**src/rtl/rh_port_pkg.sv**
```systemverilog
`timescale 1ns/1ps
package rh_port_pkg;
  localparam int REG_W   = 32;
  localparam int CHG_N   = 5;
  localparam int CHG_LSB = 16;

  // bit positions shared by read layout and command decode
  localparam int B_CONN  = 0;
  localparam int B_EN    = 1;
  localparam int B_SUSP  = 2;
  localparam int B_OC    = 3;
  localparam int B_RST   = 4;
  localparam int B_PWR   = 8;
  localparam int B_LS    = 9;

  // change flag indices, offset by CHG_LSB in the word
  localparam int F_CONN  = 0;
  localparam int F_EN    = 1;
  localparam int F_SUSP  = 2;
  localparam int F_OC    = 3;
  localparam int F_RST   = 4;

  typedef struct packed {
    logic clr_en;
    logic set_en;
    logic set_susp;
    logic clr_susp;
    logic set_rst;
    logic set_pwr;
    logic clr_pwr;
  } port_cmd_t;
endpackage

```
**src/rtl/rh_port_cmd.sv**
```systemverilog
`timescale 1ns/1ps
module rh_port_cmd
  import rh_port_pkg::*;
(
  input  logic             wr_en_i,
  input  logic [REG_W-1:0] wr_data_i,
  output port_cmd_t        cmd_o,
  output logic [CHG_N-1:0] chg_clr_o
);
  always_comb begin
    cmd_o.clr_en   = wr_en_i & wr_data_i[B_CONN];
    cmd_o.set_en   = wr_en_i & wr_data_i[B_EN];
    cmd_o.set_susp = wr_en_i & wr_data_i[B_SUSP];
    cmd_o.clr_susp = wr_en_i & wr_data_i[B_OC];
    cmd_o.set_rst  = wr_en_i & wr_data_i[B_RST];
    cmd_o.set_pwr  = wr_en_i & wr_data_i[B_PWR];
    cmd_o.clr_pwr  = wr_en_i & wr_data_i[B_LS];
  end

  for (genvar i = 0; i < CHG_N; i++) begin : g_clr
    assign chg_clr_o[i] = wr_en_i & wr_data_i[CHG_LSB+i];
  end
endmodule

```
**src/rtl/rh_port_state.sv**
```systemverilog
`timescale 1ns/1ps
module rh_port_state
  import rh_port_pkg::*;
(
  input  logic             clk_i,
  input  logic             rst_ni,
  input  port_cmd_t        cmd_i,
  input  logic             connect_i,
  input  logic             overcurrent_i,
  input  logic             low_speed_i,
  input  logic             reset_done_i,
  output logic             ccs_o,
  output logic             pes_o,
  output logic             pss_o,
  output logic             poci_o,
  output logic             prs_o,
  output logic             pps_o,
  output logic             lsda_o,
  output logic [CHG_N-1:0] chg_set_o
);
  logic ccs_q, oci_q, ls_q, pes_q, pss_q, prs_q, pps_q;
  logic pes_d, pss_d, prs_d, pps_d;
  logic disc, conn_edge, oc_edge, rst_fin, en_refused, rst_refused;

  assign disc        = ccs_q & ~connect_i;
  assign conn_edge   = ccs_q ^ connect_i;
  assign oc_edge     = oci_q ^ overcurrent_i;
  assign rst_fin     = prs_q & reset_done_i & ~disc;
  assign en_refused  = cmd_i.set_en & ~ccs_q;
  assign rst_refused = cmd_i.set_rst & ~ccs_q;

  always_comb begin
    pes_d = pes_q;
    if (disc)                      pes_d = 1'b0;
    else if (rst_fin)              pes_d = 1'b1;
    else if (cmd_i.clr_en)         pes_d = 1'b0;
    else if (cmd_i.set_en && ccs_q) pes_d = 1'b1;

    pss_d = pss_q;
    if (disc || rst_fin || cmd_i.clr_en || cmd_i.clr_susp) pss_d = 1'b0;
    else if (cmd_i.set_susp && pes_q)                      pss_d = 1'b1;

    prs_d = prs_q;
    if (disc || rst_fin)               prs_d = 1'b0;
    else if (cmd_i.set_rst && ccs_q)   prs_d = 1'b1;

    pps_d = pps_q;
    if (cmd_i.clr_pwr)      pps_d = 1'b0;
    else if (cmd_i.set_pwr) pps_d = 1'b1;
  end

  always_ff @(posedge clk_i or negedge rst_ni) begin
    if (!rst_ni) begin
      ccs_q <= 1'b0;
      oci_q <= 1'b0;
      ls_q  <= 1'b0;
      pes_q <= 1'b0;
      pss_q <= 1'b0;
      prs_q <= 1'b0;
      pps_q <= 1'b0;
    end else begin
      ccs_q <= connect_i;
      oci_q <= overcurrent_i;
      ls_q  <= low_speed_i;
      pes_q <= pes_d;
      pss_q <= pss_d;
      prs_q <= prs_d;
      pps_q <= pps_d;
    end
  end

  always_comb begin
    chg_set_o         = '0;
    chg_set_o[F_CONN] = conn_edge | en_refused | rst_refused;
    chg_set_o[F_EN]   = disc & pes_q;
    chg_set_o[F_SUSP] = cmd_i.clr_susp & pss_q & ~disc;
    chg_set_o[F_OC]   = oc_edge;
    chg_set_o[F_RST]  = rst_fin;
  end

  assign ccs_o  = ccs_q;
  assign pes_o  = pes_q;
  assign pss_o  = pss_q;
  assign poci_o = oci_q;
  assign prs_o  = prs_q;
  assign pps_o  = pps_q;
  assign lsda_o = ls_q & ccs_q;

  assert_en_needs_conn_R3: assert property (@(posedge clk_i) disable iff (!rst_ni)
    $rose(pes_q) |-> $past(ccs_q));
  assert_rst_needs_conn_R5: assert property (@(posedge clk_i) disable iff (!rst_ni)
    $rose(prs_q) |-> $past(ccs_q));
  assert_susp_needs_en_R4: assert property (@(posedge clk_i) disable iff (!rst_ni)
    pss_q |-> pes_q);
  assert_disc_drops_en_R8: assert property (@(posedge clk_i) disable iff (!rst_ni)
    (ccs_q && !connect_i) |=> (!pes_q && !prs_q));
  assert_pwr_hold_R6: assert property (@(posedge clk_i) disable iff (!rst_ni)
    (!cmd_i.set_pwr && !cmd_i.clr_pwr) |=> $stable(pps_q));
endmodule

```
**src/rtl/rh_port_chg.sv**
```systemverilog
`timescale 1ns/1ps
module rh_port_chg
  import rh_port_pkg::*;
(
  input  logic             clk_i,
  input  logic             rst_ni,
  input  logic [CHG_N-1:0] set_i,
  input  logic [CHG_N-1:0] clr_i,
  output logic [CHG_N-1:0] flag_o
);
  for (genvar i = 0; i < CHG_N; i++) begin : g_flag
    logic flag_q;
    always_ff @(posedge clk_i or negedge rst_ni) begin
      if (!rst_ni)       flag_q <= 1'b0;
      else if (set_i[i]) flag_q <= 1'b1;   // hardware event wins
      else if (clr_i[i]) flag_q <= 1'b0;
    end
    assign flag_o[i] = flag_q;

    assert_w1c_R7: assert property (@(posedge clk_i) disable iff (!rst_ni)
      (clr_i[i] && !set_i[i]) |=> !flag_q);
    assert_set_wins_R7: assert property (@(posedge clk_i) disable iff (!rst_ni)
      set_i[i] |=> flag_q);
  end
endmodule

```
**src/rtl/rh_port_reg.sv**
```systemverilog
`timescale 1ns/1ps
module rh_port_reg
  import rh_port_pkg::*;
(
  input  logic             clk_i,
  input  logic             rst_ni,
  input  logic             wr_en_i,
  input  logic [REG_W-1:0] wr_data_i,
  output logic [REG_W-1:0] rd_data_o,
  input  logic             connect_i,
  input  logic             overcurrent_i,
  input  logic             low_speed_i,
  input  logic             reset_done_i,
  output logic             port_reset_o,
  output logic             change_o
);
  port_cmd_t        cmd;
  logic [CHG_N-1:0] chg_clr, chg_set, flags;
  logic ccs, pes, pss, poci, prs, pps, lsda;

  rh_port_cmd u_cmd (
    .wr_en_i   (wr_en_i),
    .wr_data_i (wr_data_i),
    .cmd_o     (cmd),
    .chg_clr_o (chg_clr)
  );

  rh_port_state u_state (
    .clk_i         (clk_i),
    .rst_ni        (rst_ni),
    .cmd_i         (cmd),
    .connect_i     (connect_i),
    .overcurrent_i (overcurrent_i),
    .low_speed_i   (low_speed_i),
    .reset_done_i  (reset_done_i),
    .ccs_o         (ccs),
    .pes_o         (pes),
    .pss_o         (pss),
    .poci_o        (poci),
    .prs_o         (prs),
    .pps_o         (pps),
    .lsda_o        (lsda),
    .chg_set_o     (chg_set)
  );

  rh_port_chg u_chg (
    .clk_i  (clk_i),
    .rst_ni (rst_ni),
    .set_i  (chg_set),
    .clr_i  (chg_clr),
    .flag_o (flags)
  );

  always_comb begin
    rd_data_o         = '0;
    rd_data_o[B_CONN] = ccs;
    rd_data_o[B_EN]   = pes;
    rd_data_o[B_SUSP] = pss;
    rd_data_o[B_OC]   = poci;
    rd_data_o[B_RST]  = prs;
    rd_data_o[B_PWR]  = pps;
    rd_data_o[B_LS]   = lsda;
    rd_data_o[CHG_LSB +: CHG_N] = flags;
  end

  assign port_reset_o = prs;
  assign change_o     = |flags;

  assert_zero_write_R9: assert property (@(posedge clk_i) disable iff (!rst_ni)
    (wr_en_i && wr_data_i == '0 && !reset_done_i && connect_i == rd_data_o[B_CONN]
     && overcurrent_i == rd_data_o[B_OC]) |=> $stable(rd_data_o[CHG_LSB +: CHG_N]));
  assert_reset_idle_R1: assert property (@(posedge clk_i) disable iff (!rst_ni)
    port_reset_o |-> rd_data_o[B_CONN]);
endmodule

```
**config.mk**
```make
export PLATFORM = sky130hd
export DESIGN_NAME = rh_port_reg
export DESIGN_NICKNAME = d
export VERILOG_FILES = /design/src/rtl/rh_port_pkg.sv /design/src/rtl/rh_port_cmd.sv /design/src/rtl/rh_port_state.sv /design/src/rtl/rh_port_chg.sv /design/src/rtl/rh_port_reg.sv
export SDC_FILE = /design/constraint.sdc
export NUM_CORES = 1
export LEC_CHECK = 0
export BUFFER_PORTS_ARGS = -buffer_cell sky130_fd_sc_hd__buf_2
export CORE_MARGIN = 1
export CORE_UTILIZATION = 35
export DETAILED_ROUTE_END_ITERATION = 10
export GPL_ROUTABILITY_DRIVEN = 0
export PLACE_DENSITY = 0.79
export SLEW_MARGIN = 20
export SYNTH_ARGS = -nofsm -noshare
export SYNTH_HDL_FRONTEND = slang
export SYNTH_SLANG_ARGS = --single-unit
```
**constraint.sdc**
```tcl
create_clock -name clk_i -period 2.3 [get_ports clk_i]
set_input_delay 0.46 -clock clk_i [delete_from_list [all_inputs] [get_ports clk_i]]
set_output_delay 0.46 -clock clk_i [all_outputs]
set_load 0.02 [all_outputs]
```
# After elaboration in Yosys (flattened, before gate mapping)
# Index checks and enable logic that the tools add are counted.
dict set report totals {
  latch_bits 0
  out_inout_bits 34
  memories 0
  ff_bits 12
  ram_bits 0
  input_bits 39
  romBits 0
  elab_cells 76
}
dict set report classes {
  mux 20
  magnitude_cmp 0
  mul 0
  div 0
  n_shift 0
  n_reduce_logical 16
  n_addsub 0
  n_eq_ne 0
  n_bitwise 28
}
# op count
set op_table {}
lappend op_table {{1-bit bitwise AND} 21}
lappend op_table {{1-bit two-way mux} 20}
lappend op_table {{2-bit nonzero test} 8}
lappend op_table {{5-bit OR reduction} 1}
lappend op_table {{4-bit nonzero test} 1}
lappend op_table {{1-bit logical AND} 3}
lappend op_table {{1-bit logical OR} 3}
lappend op_table {{1-bit inverter} 3}
lappend op_table {{1-bit bitwise OR} 2}
lappend op_table {{1-bit XOR} 2}

# Depth between registers and ports, before layout
# Gate-level depths: netlist (run 1).
dict set report logic_depth {
  depth_word 8
  mapped_depth 4
  depth_no_buf 4
}

# Cells and area by module
# A second synthesis (run 1) with hierarchy kept.
dict set report hier_totals {
  cells_unflattened 95
  area_unflattened_um2 857.1
}
# mod seq_area_each_um2 area_each_um2 cells_each n_inst
set by_module_without_submodules {}
lappend by_module_without_submodules {rh_port_state 175.2 322.8 31 1}
lappend by_module_without_submodules {rh_port_chg 125.1 219.0 20 1}
lappend by_module_without_submodules {rh_port_reg 0.0 219.0 31 1}
lappend by_module_without_submodules {rh_port_cmd 0.0 96.3 13 1}

# Least setup slack after synthesis (run 1)
# OpenSTA, ideal clock, no wires.
dict set report synth_timing {
  kind {input to register}
  from {input connect_i}
  to {register u_chg.g_flag[2].flag_q}
  arrival_time_ps 1051
  cell_stages 4
  path_buffers 0
  setup_ps 122
  t_required_ps 2178
  path_slack_ps 1128
  cell_sequence {inv_1 > ha_1 > nor2b_1 > a32o_1}
}
dict set report synth_via {
  elab_chain_len 5
  elab_cells_between_ends 6
  cone_classes {mux: 1; bitwise: 4; reduce/logical: 1}
}
# element line
set synth_lines {}
lappend synth_lines {{from (decl)} rh_port_reg.sv:10} ;# input logic connect_i,
lappend synth_lines {{1-bit inverter (*)} rh_port_state.sv:25} ;# assign disc = ccs_q & ~connect_i;
lappend synth_lines {{1-bit bitwise AND (*)} rh_port_state.sv:25}
lappend synth_lines {{1-bit inverter (*)} rh_port_state.sv:76} ;# chg_set_o[F_SUSP] = cmd_i.clr_susp & pss_q & ~disc;
lappend synth_lines {{1-bit bitwise AND (*)} rh_port_state.sv:76}
lappend synth_lines {{1-bit two-way mux or 2-bit nonzero test (tied branches)} --}
lappend synth_lines {{to (signal assigned)} rh_port_chg.sv:14} ;# if (!rst_ni) flag_q <= 1'b0;
lappend synth_lines {{to (signal assigned)} rh_port_chg.sv:15} ;# else if (set_i[i]) flag_q <= 1'b1;
lappend synth_lines {{to (signal assigned)} rh_port_chg.sv:16} ;# else if (clr_i[i]) flag_q <= 1'b0;
lappend synth_lines {{to (decl)} rh_port_chg.sv:12} ;# logic flag_q;
# Every way passes the cells marked *; elsewhere a longest branch is shown, timed or not.
# A chain may end at the register's enable or synchronous reset.

# Final worst setup path (run 1)
dict set report layout_timing {
  from {register u_chg.g_flag[3].flag_q}
  to {output change_o}
}
dict set report layout_via {
  elab_chain_len 1
}
# element line
set layout_lines {}
lappend layout_lines {{from (decl)} rh_port_chg.sv:12}
lappend layout_lines {{from (signal assigned)} rh_port_chg.sv:14}
lappend layout_lines {{from (signal assigned)} rh_port_chg.sv:15}
lappend layout_lines {{from (signal assigned)} rh_port_chg.sv:16}
lappend layout_lines {{5-bit OR reduction} rh_port_reg.sv:67} ;# assign change_o = |flags;
lappend layout_lines {{to (decl)} rh_port_reg.sv:15} ;# output logic change_o
# Every way passes these cells.

==> results of run 1 <==
## metrics by stage
| stage | instance area, sq um | utilization (%) | cells | total power [mW] |
|---|---|---|---|---|
| after global routing | 835 | 40.9 | 128 | 0.568 |
| after detailed placement | 798 | 39.1 | 124 | 0.378 |
| final | 835 | 40.9 | 128 | 0.539 |
| after floorplan | 856 | - | 98 | 0.382 |
| after CTS | 835 | 40.9 | 128 | 0.545 |
| after global placement | 798 | 39.1 | 124 | 0.375 |
## path summary, 6_finish.rpt
path	to	slack, ns	cells after the start
setup / recovery	change_o	0.78	3
hold / removal	u_state.pes_o	0.06	1
setup reg to reg	u_chg.g_flag[2].flag_q	1.07	3
hold reg to reg	u_chg.g_flag[3].flag_q	0.51	1
max in group asynchronous	u_state.poci_o	2.03	1
min in group clk_i	u_state.ls_q	0.30	1
## synth_stat cells
cell type   n
inv_2       1
nand4b_1    1
o2bb2ai_1   1
nand2b_1    1
buf_4      32
xor2_1      1
inv_1       1
a21oi_1     4
nand3_1     1
and2_1      1
a32o_1      1
a22o_1      1
dfrtp_1    12
o311ai_2    1
a2111oi_2   1
a21bo_2     1
buf_6       1
conb_1      1
nand2_1     6
a21o_1      1
a221oi_2    1
nor3_1      1
ha_1        1
o21a_1      1
a31oi_1     1
nor2_1      2
nor2b_1     1
and2_2      1
## routing by layer
| layer | vias up | part of all wire [%] | wire, um | global-route usage [%] |
|---|---|---|---|---|
| li1 | 258 | - | - | - |
| met1 | 241 | 44 | 557 | 14.6 |
| met2 | 29 | 47 | 598 | 18.0 |
| met3 | 2 | 7.9 | 100 | 4.05 |
| met4 | 0 | 1.0 | 13 | 4.41 |
| met5 | - | 0 | 0 | 0 |
## layout make-up
type / count / area [sq um]
multi-input combinational: 51 / 297
inverter: 2 / 7.51
sequential: 12 / 300
timing repair buffer: 32 / 160
clock buffer: 4 / 36.3
tap: 27 / 33.8
fill: 227 / 1210
## cells by family (layout without fill, tap and decap cells)
group	count (synthesis)	after routing	synth area share [%]
other	1	20	0.478
adders and majority gates	1	1	1.59
and+or+nand+nor	15	15	9.57
DFF	12	12	38.3
buffers and inverters	35	38	33.0
xor gates and xnor gates	1	1	1.12
AOI/OAI and AO/OA	14	14	16.0
## report_power, final
part | switching [mW] | internal (mW)
Clock | 0.0698 | 0.0961
Sequential | 0.0146 | 0.228
Combinational | 0.0866 | 0.0438
Total | 0.171 | 0.368
## flip-flops by register name, indices dropped and copies added (netlist names)
register,count
u_chg.g_flag.flag_q,5
u_state.ccs_o,1
u_state.ls_q,1
u_state.pes_o,1
u_state.poci_o,1
u_state.pps_o,1
u_state.prs_o,1
u_state.pss_o,1
==> results.sh, run 1 <==
export IMPL_status="finished clean"
export IMPL_start_util_pct=38.4
export IMPL_setup_violations=0
export IMPL_io_pins=73
export IMPL_setup_tns_ns=0
export IMPL_drc_errors=0
export IMPL_layout_drive_gt1_share_pct=41.6
export IMPL_yosysTopAreaCell="dfrtp_1"
export IMPL_hold_violations=0
export IMPL_min_period_ns=1.52
export IMPL_worst_ir_drop_vdd_uv=473
export IMPL_drv_slew=0
export IMPL_yosys_top_cells_area="dfrtp_1, buf_4, nand2_1"
export IMPL_rsz0062_at_grt="no"
export IMPL_endpoint_kind="output port"
export IMPL_cts_hold_buf=0
export IMPL_clk_pin_slew_worst_paths_ns=0.08
export IMPL_worstPathArrival_ns=1.06
export IMPL_post_cts_setup_buffers=0
export IMPL_synth_cell_type_count=28
export IMPL_grt_max_degree=15
export IMPL_drtIter0Drc=12
export IMPL_syn_avg_cell_area_sq_um=9.93
export IMPL_startpoint_type="flop"
export IMPL_diodes=0
export IMPL_yosys_warnings=0
export IMPL_power_density_nw_per_um2=645
export IMPL_max_stage_delay_ns=0.40
export IMPL_worstPathCellList="nor3_1 -> nand2_1 -> buf_2"
export IMPL_die_height_um=49.3
export IMPL_cts_root_buffer="clkbuf_4"
export IMPL_fin_crit_sh_pct=66.3
export IMPL_r2r_start="u_state.ccs_o"
export IMPL_grt_pass1_wl_um=2130
export IMPL_synth_seq_area_share_pct=38.3
export IMPL_cts_sinks=12
export IMPL_first_pass_iters=4
export IMPL_cp_slowest_cell="dfrtp_1"
export IMPL_first_global_vias=491
export IMPL_ant_nets=0
export IMPL_critPathKind="flop to output port"
export IMPL_fin_nets=142
export IMPL_cts_max_level=1
export IMPL_globalRoute_totalOverflow=0
export IMPL_worst_clock_skew_ns=0.00212
export IMPL_fin_hold_ws_ns=0.0562
export IMPL_cts_tree="done"
export IMPL_port_buffers=32
export IMPL_die_area_sq_um=2430
export IMPL_power_leakage_nw=0.446
export IMPL_grt_use_total_pct=11.6
export IMPL_critical_path_startpoint="u_chg.g_flag[3].flag_q"
export IMPL_fmax_mhz=656
export IMPL_setup_ws_ns=0.776
export IMPL_ys_ff_latch=12
export IMPL_layout_common_cells="buf_2, conb_1, dfrtp_1, nand2_1, a21oi_1"
export IMPL_synth_area_sq_um=785
export IMPL_cts_buffers=3
export IMPL_synthToLayoutAreaGrowth_pct=6.38
export IMPL_viasPerCell=4.14
export IMPL_cts_resized=0
export IMPL_vias=530
export IMPL_cpLargestDelayFamily="flip-flops"
export IMPL_cts_path_max_buffers=2
export IMPL_hpwl_um=1010
export IMPL_synth_top_area_share_pct=38.3
export IMPL_final_common_cell="buf_2"
export IMPL_detail_route_wirelength_um=1270
export IMPL_crit_buf_inv=1
export IMPL_grt_antenna_before_repair=0
export IMPL_row_count=16
export IMPL_routedWlPerCell_um=9.91
export IMPL_core_area_sq_um=2040
export IMPL_postSynthCellCount=79
export IMPL_die_w_um=49.3
export IMPL_clk_latency_ns=0.27
export IMPL_cp_required_ns=1.84
export IMPL_drv_cap=0
export IMPL_hold_class="primary input to asynchronous set/reset pin"
export IMPL_cp_max_fo=3
export IMPL_dp_slack_ns=0.915
(Power assumes the default switching activity.)
==> run 2, diff against run 1 <==
Settings changed: CORE_UTILIZATION 35 to 32, PLACE_DENSITY 0.79 to 0.76.
Clock period 2.3 ns to 1.3 ns, I/O delays scaled along.
==> results.sh, run 2 (synthesis gave the netlist of run 1 again) <==
export IMPL_layout_drive_gt1_share_pct=46.3
export IMPL_critPathKind="flop to output port"
export IMPL_row_count=17
export IMPL_die_w_um=51.5
export IMPL_n_fill_cell=246
export IMPL_switchingPower_mw=0.308
export IMPL_die_area_sq_um=2650
export IMPL_diodes=0
export IMPL_grt_pass1_wl_um=2190
export IMPL_cts_buffers=3
export IMPL_grt_use_total_pct=11.5
export IMPL_vias=569
export IMPL_first_pass_iters=4
export IMPL_final_common_cell="buf_2"
export IMPL_ant_nets=0
export IMPL_startpoint_type="flop"
export IMPL_met3_usage_pct=4.68
export IMPL_met2_usage_pct=18.6
export IMPL_start_util_pct=34.8
export IMPL_critical_path_startpoint="u_state.ccs_o"
export IMPL_drtIter0Drc=4
export IMPL_busiest_layer="met2"
export IMPL_synthToLayoutAreaGrowth_pct=16.6
export IMPL_port_buffers=32
export IMPL_seq_power_share_pct=43.6
export IMPL_hold_violations=0
export IMPL_cp_max_fo=3
export IMPL_pwr_share_clk_pct=29.5
export IMPL_worst_clock_skew_ns=0.00389
export IMPL_clk_pin_slew_worst_paths_ns=0.07
export IMPL_largest_reg_flops=5
export IMPL_p_int_mw=0.674
export IMPL_viasPerCell=4.18
export IMPL_hold_class="primary input to flop"
export IMPL_cts_max_level=1
export IMPL_globalRoute_totalOverflow=0
export IMPL_fin_crit_sh_pct=100
export IMPL_hold_path_endpoint="u_state.ls_q"
export IMPL_layout_common_cells="buf_2, conb_1, dfrtp_1, nand2_1, buf_4"
export IMPL_fmax_mhz=769
export IMPL_core_area_sq_um=2250
export IMPL_fin_hold_ws_ns=0.0913
export IMPL_cts_sinks=12
export IMPL_grt_antenna_before_repair=0
export IMPL_violations="negative setup slack"
export IMPL_hpwl_um=1130
export IMPL_regMostFlops="u_chg.g_flag.flag_q"
export IMPL_reg2reg_to="u_state.pss_o"
export IMPL_first_global_vias=505
export IMPL_post_route_util_pct=40.6
export IMPL_endpoint_kind="output port"
export IMPL_setup_ws_ns=-0.00112
export IMPL_die_height_um=51.5
export IMPL_worstPathArrival_ns=1.04
export IMPL_r2r_start="u_state.ccs_o"
export IMPL_netSwitchingFraction_pct=31.4
export IMPL_cts_tree="done"
export IMPL_reg2reg_depth=4
export IMPL_worst_ir_drop_vdd_uv=638
export IMPL_hold_depth=1
export IMPL_setup_tns_ns=-0.00112
export IMPL_grt_max_degree=15
export IMPL_power_density_nw_per_um2=1070
export IMPL_fin_nets=149
export IMPL_reg2reg_slack_ns=0.04
export IMPL_drc_errors=0
export IMPL_min_period_ns=1.30
export IMPL_rsz0062_at_grt="yes"
export IMPL_status="finished, violations left"
export IMPL_power_leakage_nw=0.488
export IMPL_setup_violations=1
export IMPL_met1_usage_pct=13.7
export IMPL_cp_required_ns=1.04
export IMPL_clk_latency_ns=0.27
export IMPL_drv_cap=0
export IMPL_combPwrFrac_pct=26.8
export IMPL_detail_route_wirelength_um=1380
export IMPL_hp_start="low_speed_i"
export IMPL_cts_root_buffer="clkbuf_4"
export IMPL_drv_slew=0
export IMPL_io_pins=73
export IMPL_routedWlPerCell_um=10.2
export IMPL_cts_path_max_buffers=2
==> run 2: cell types whose count changed in the layout (fill, tap and decap cells not counted), sizes merged <==
cell / previous run / this run
buf: 32 / 38
dlygate4sd3: 0 / 1
==> run 2: layout make-up <==
class	count	area [sq um]	share of cell area, %
clock buffers	4	36.3	3.97
repair buffers	39	231	25.3
inverters	2	7.51	0.821
multi-input cells	51	304	33.2
well taps	28	35.0	3.83
flip-flops and latches	12	300	32.8
==> run 2: metrics by stage <==
| stage | cells | setup slack [ns] | cell area, sq um | power, mW |
|---|---|---|---|---|
| floorplan | 98 | 0.199 | 856 | 0.676 |
| global placement | 127 | 0.214 | 815 | 0.670 |
| detailed placement | 127 | 0.150 | 815 | 0.676 |
| CTS | 136 | -0.00886 | 910 | 0.990 |
| global route | 136 | -0.0644 | 915 | 1.04 |
| finish | 136 | -0.00112 | 915 | 0.982 |
==> run 2: worst max path at each step <==
stage	cells past startpoint	slack, ns	end
floorplan	3	0.20	u_chg.g_flag[2].flag_q
global placement	5	0.21	u_state.pss_o
detailed placement	5	0.15	u_state.pss_o
CTS	3	-0.009	change_o
global route	3	-0.06	change_o
finish	3	-0.001	rd_data_o[9]
==> run 2: power by group through the flow <==
| stage | registers, mW | logic (mW) | clock network (mW) |
|---|---|---|---|
| 2_1_floorplan | 0.432 | 0.244 | 0 |
| 3_3_place_gp | 0.434 | 0.236 | 0 |
| 3_5_place_dp | 0.436 | 0.240 | 0 |
| 4_1_cts | 0.427 | 0.265 | 0.299 |
| 5_1_grt | 0.434 | 0.287 | 0.319 |
| 6_report | 0.428 | 0.263 | 0.290 |
==> run 2: what timing repair did <==
| action | CTS | global route |
|---|---|---|
| gates resized for setup | 6 | 1 |
| hold buffers | 1 | 0 |
| setup buffers | 4 | 0 |
| setup endpoints to repair | 2 | 2 |
| hold endpoints to repair | 12 | 0 |
| pin swaps | 1 | 0 |
==> run 2: critical path, cell delays in order (launching register included) <==
cell,delay [ns]
dfrtp_1,0.40
buf_6,0.13
and2_4,0.13
buf_6,0.12
==> run 2: metal layers <==
metal | routed length (um) | up-vias
li1 | - | 272
met3 | 118 | 3
met2 | 696 | 28
met5 | 0 | -
met1 | 557 | 266
met4 | 12 | 0
==> run 3, diff against run 2 <==
Settings changed: GPL_TIMING_DRIVEN set to 0.
==> results.sh, run 3 (synthesis gave the netlist of run 1 again) <==
export IMPL_cts_root_buffer="clkbuf_4"
export IMPL_cp_required_ns=1.04
export IMPL_ant_nets=0
export IMPL_min_period_ns=1.31
export IMPL_cp_slowest_cell="dfrtp_1"
export IMPL_routedWlPerCell_um=9.96
export IMPL_grt_pass1_wl_um=2490
export IMPL_worst_clock_skew_ns=0.00227
export IMPL_cts_buffers=3
export IMPL_worst_ir_drop_vdd_uv=608
export IMPL_max_stage_delay_ns=0.41
export IMPL_wl_met2_um=837
export IMPL_regMostFlops="u_chg.g_flag.flag_q"
export IMPL_design_area_sq_um=1130
export IMPL_multi_input_area_sq_um=304
export IMPL_wl_met3_um=135
export IMPL_grt_max_degree=13
export IMPL_die_area_sq_um=2650
export IMPL_cpLargestDelayFamily="flip-flops"
export IMPL_viasPerCell=3.87
export IMPL_cts_path_max_buffers=2
export IMPL_vias=639
export IMPL_netSwitchingFraction_pct=32.5
export IMPL_n_fill_cell=218
export IMPL_die_w_um=51.5
export IMPL_crit_buf_inv=1
export IMPL_hold_class="primary input to flop"
export IMPL_cts_tree="done"
export IMPL_drtIter0Drc=10
export IMPL_switchingPower_mw=0.332
export IMPL_die_height_um=51.5
export IMPL_power_density_nw_per_um2=899
export IMPL_combPwrFrac_pct=34.8
export IMPL_critPathKind="flop to output port"
export IMPL_finalPower_mw=1.02
export IMPL_grt_antenna_before_repair=0
export IMPL_stdcell_count=165
export IMPL_first_pass_iters=4
export IMPL_fin_nets=179
export IMPL_status="finished, violations left"
export IMPL_violations="negative setup slack"
export IMPL_hold_violations=0
export IMPL_dp_cells=158
export IMPL_worstPathCellList="nor3_2 -> nand2_1 -> buf_6"
export IMPL_cts_max_level=1
export IMPL_dpl_cell_area_sq_um=1050
export IMPL_pwr_share_clk_pct=23.1
export IMPL_io_pins=73
export IMPL_top_layer_used="met4"
export IMPL_start_util_pct=34.8
export IMPL_setup_violations=2
export IMPL_synthToLayoutAreaGrowth_pct=44.7
export IMPL_seqCellArea_sq_um=303
export IMPL_drc_errors=0
export IMPL_cp_max_fo=3
export IMPL_startpoint_type="flop"
export IMPL_drv_cap=0
export IMPL_port_buffers=32
export IMPL_grt_use_total_pct=13.1
export IMPL_first_global_vias=578
export IMPL_fin_crit_sh_pct=101
export IMPL_layout_drive_gt1_share_pct=59.1
export IMPL_detail_route_wirelength_um=1640
export IMPL_fmax_mhz=764
export IMPL_cts_sinks=12
export IMPL_m1WireLength_um=636
export IMPL_diodes=0
export IMPL_globalRoute_totalOverflow=0
export IMPL_layout_common_cells="buf_4, buf_2, conb_1, dfrtp_1, nand2_1"
export IMPL_core_area_sq_um=2250
export IMPL_p_int_mw=0.688
export IMPL_rsz0062_at_grt="yes"
export IMPL_setup_ws_ns=-0.00826
export IMPL_hpwl_um=1250
export IMPL_clk_pin_slew_worst_paths_ns=0.08
export IMPL_endpoint_kind="output port"
export IMPL_row_count=17
export IMPL_seq_power_share_pct=42.1
export IMPL_clk_latency_ns=0.28
export IMPL_largest_reg_flops=5
export IMPL_power_leakage_nw=0.640
export IMPL_drv_slew=0
export IMPL_worstPathArrival_ns=1.05
export IMPL_final_common_cell="buf_4"
[run 3: path summary, 6_finish.rpt]
path                                             start                     end  slack [ns]  depth (start not counted)
worst max-delay path            u_chg.g_flag[1].flag_q                change_o      -0.008                          3
worst min-delay path                       low_speed_i            u_state.ls_q        0.08                          1
worst max register to register           u_state.ccs_o  u_chg.g_flag[2].flag_q        0.13                          4
worst min register to register  u_chg.g_flag[2].flag_q  u_chg.g_flag[2].flag_q        0.52                          1
max in group asynchronous                       rst_ni           u_state.prs_o        0.67                          2
min in group asynchronous                       rst_ni           u_state.pps_o        0.39                          2
[run 3: what timing repair did]
item                                    in CTS  in global routing
hold endpoints to repair                    12                  0
pin swaps                                    2                  2
buffers inserted                             2                  2
hold buffers                                 1                  0
resized for setup                            6                  4
endpoints found under the setup margin       3                  3
[run 3: layout make-up]
| cell class | instances | area share (%) |
|---|---|---|
| Buffer | 32 | 21.5 |
| Inverter | 2 | 0.662 |
| Tap cell | 28 | 3.09 |
| Clock buffer | 3 | 1.98 |
| Timing Repair Buffer | 37 | 19.3 |
| Multi-Input combinational cell | 51 | 26.8 |
| Sequential cell | 12 | 26.7 |
[run 3: power groups by stage]
| stage | logic (mW) | clock network, mW | registers (mW) |
|---|---|---|---|
| after floorplan | 0.244 | 0 | 0.432 |
| after global placement | 0.318 | 0 | 0.437 |
| after detailed placement | 0.323 | 0 | 0.438 |
| after CTS | 0.339 | 0.234 | 0.430 |
| after global routing | 0.383 | 0.250 | 0.434 |
| final | 0.355 | 0.235 | 0.429 |
[run 3: routing by layer]
layer,track usage [%],vias to the layer above
met5,0,-
met4,6.76,0
met3,2.92,5
met2,23.4,28
met1,14.3,275
li1,-,331
[run 3: metrics by stage]
step | utilization, % | TNS [ns] | hold slack (ns) | worst slack [ns]
after floorplan | - | 0 | -0.0356 | 0.199
after global placement | 46.6 | 0 | 0.147 | 0.0918
after detailed placement | 46.6 | 0 | 0.154 | 0.0836
after CTS | 49.1 | -0.0244 | 0.0839 | -0.0244
after global routing | 50.3 | -0.116 | 0.0783 | -0.0702
final | 50.3 | -0.0154 | 0.0837 | -0.00826
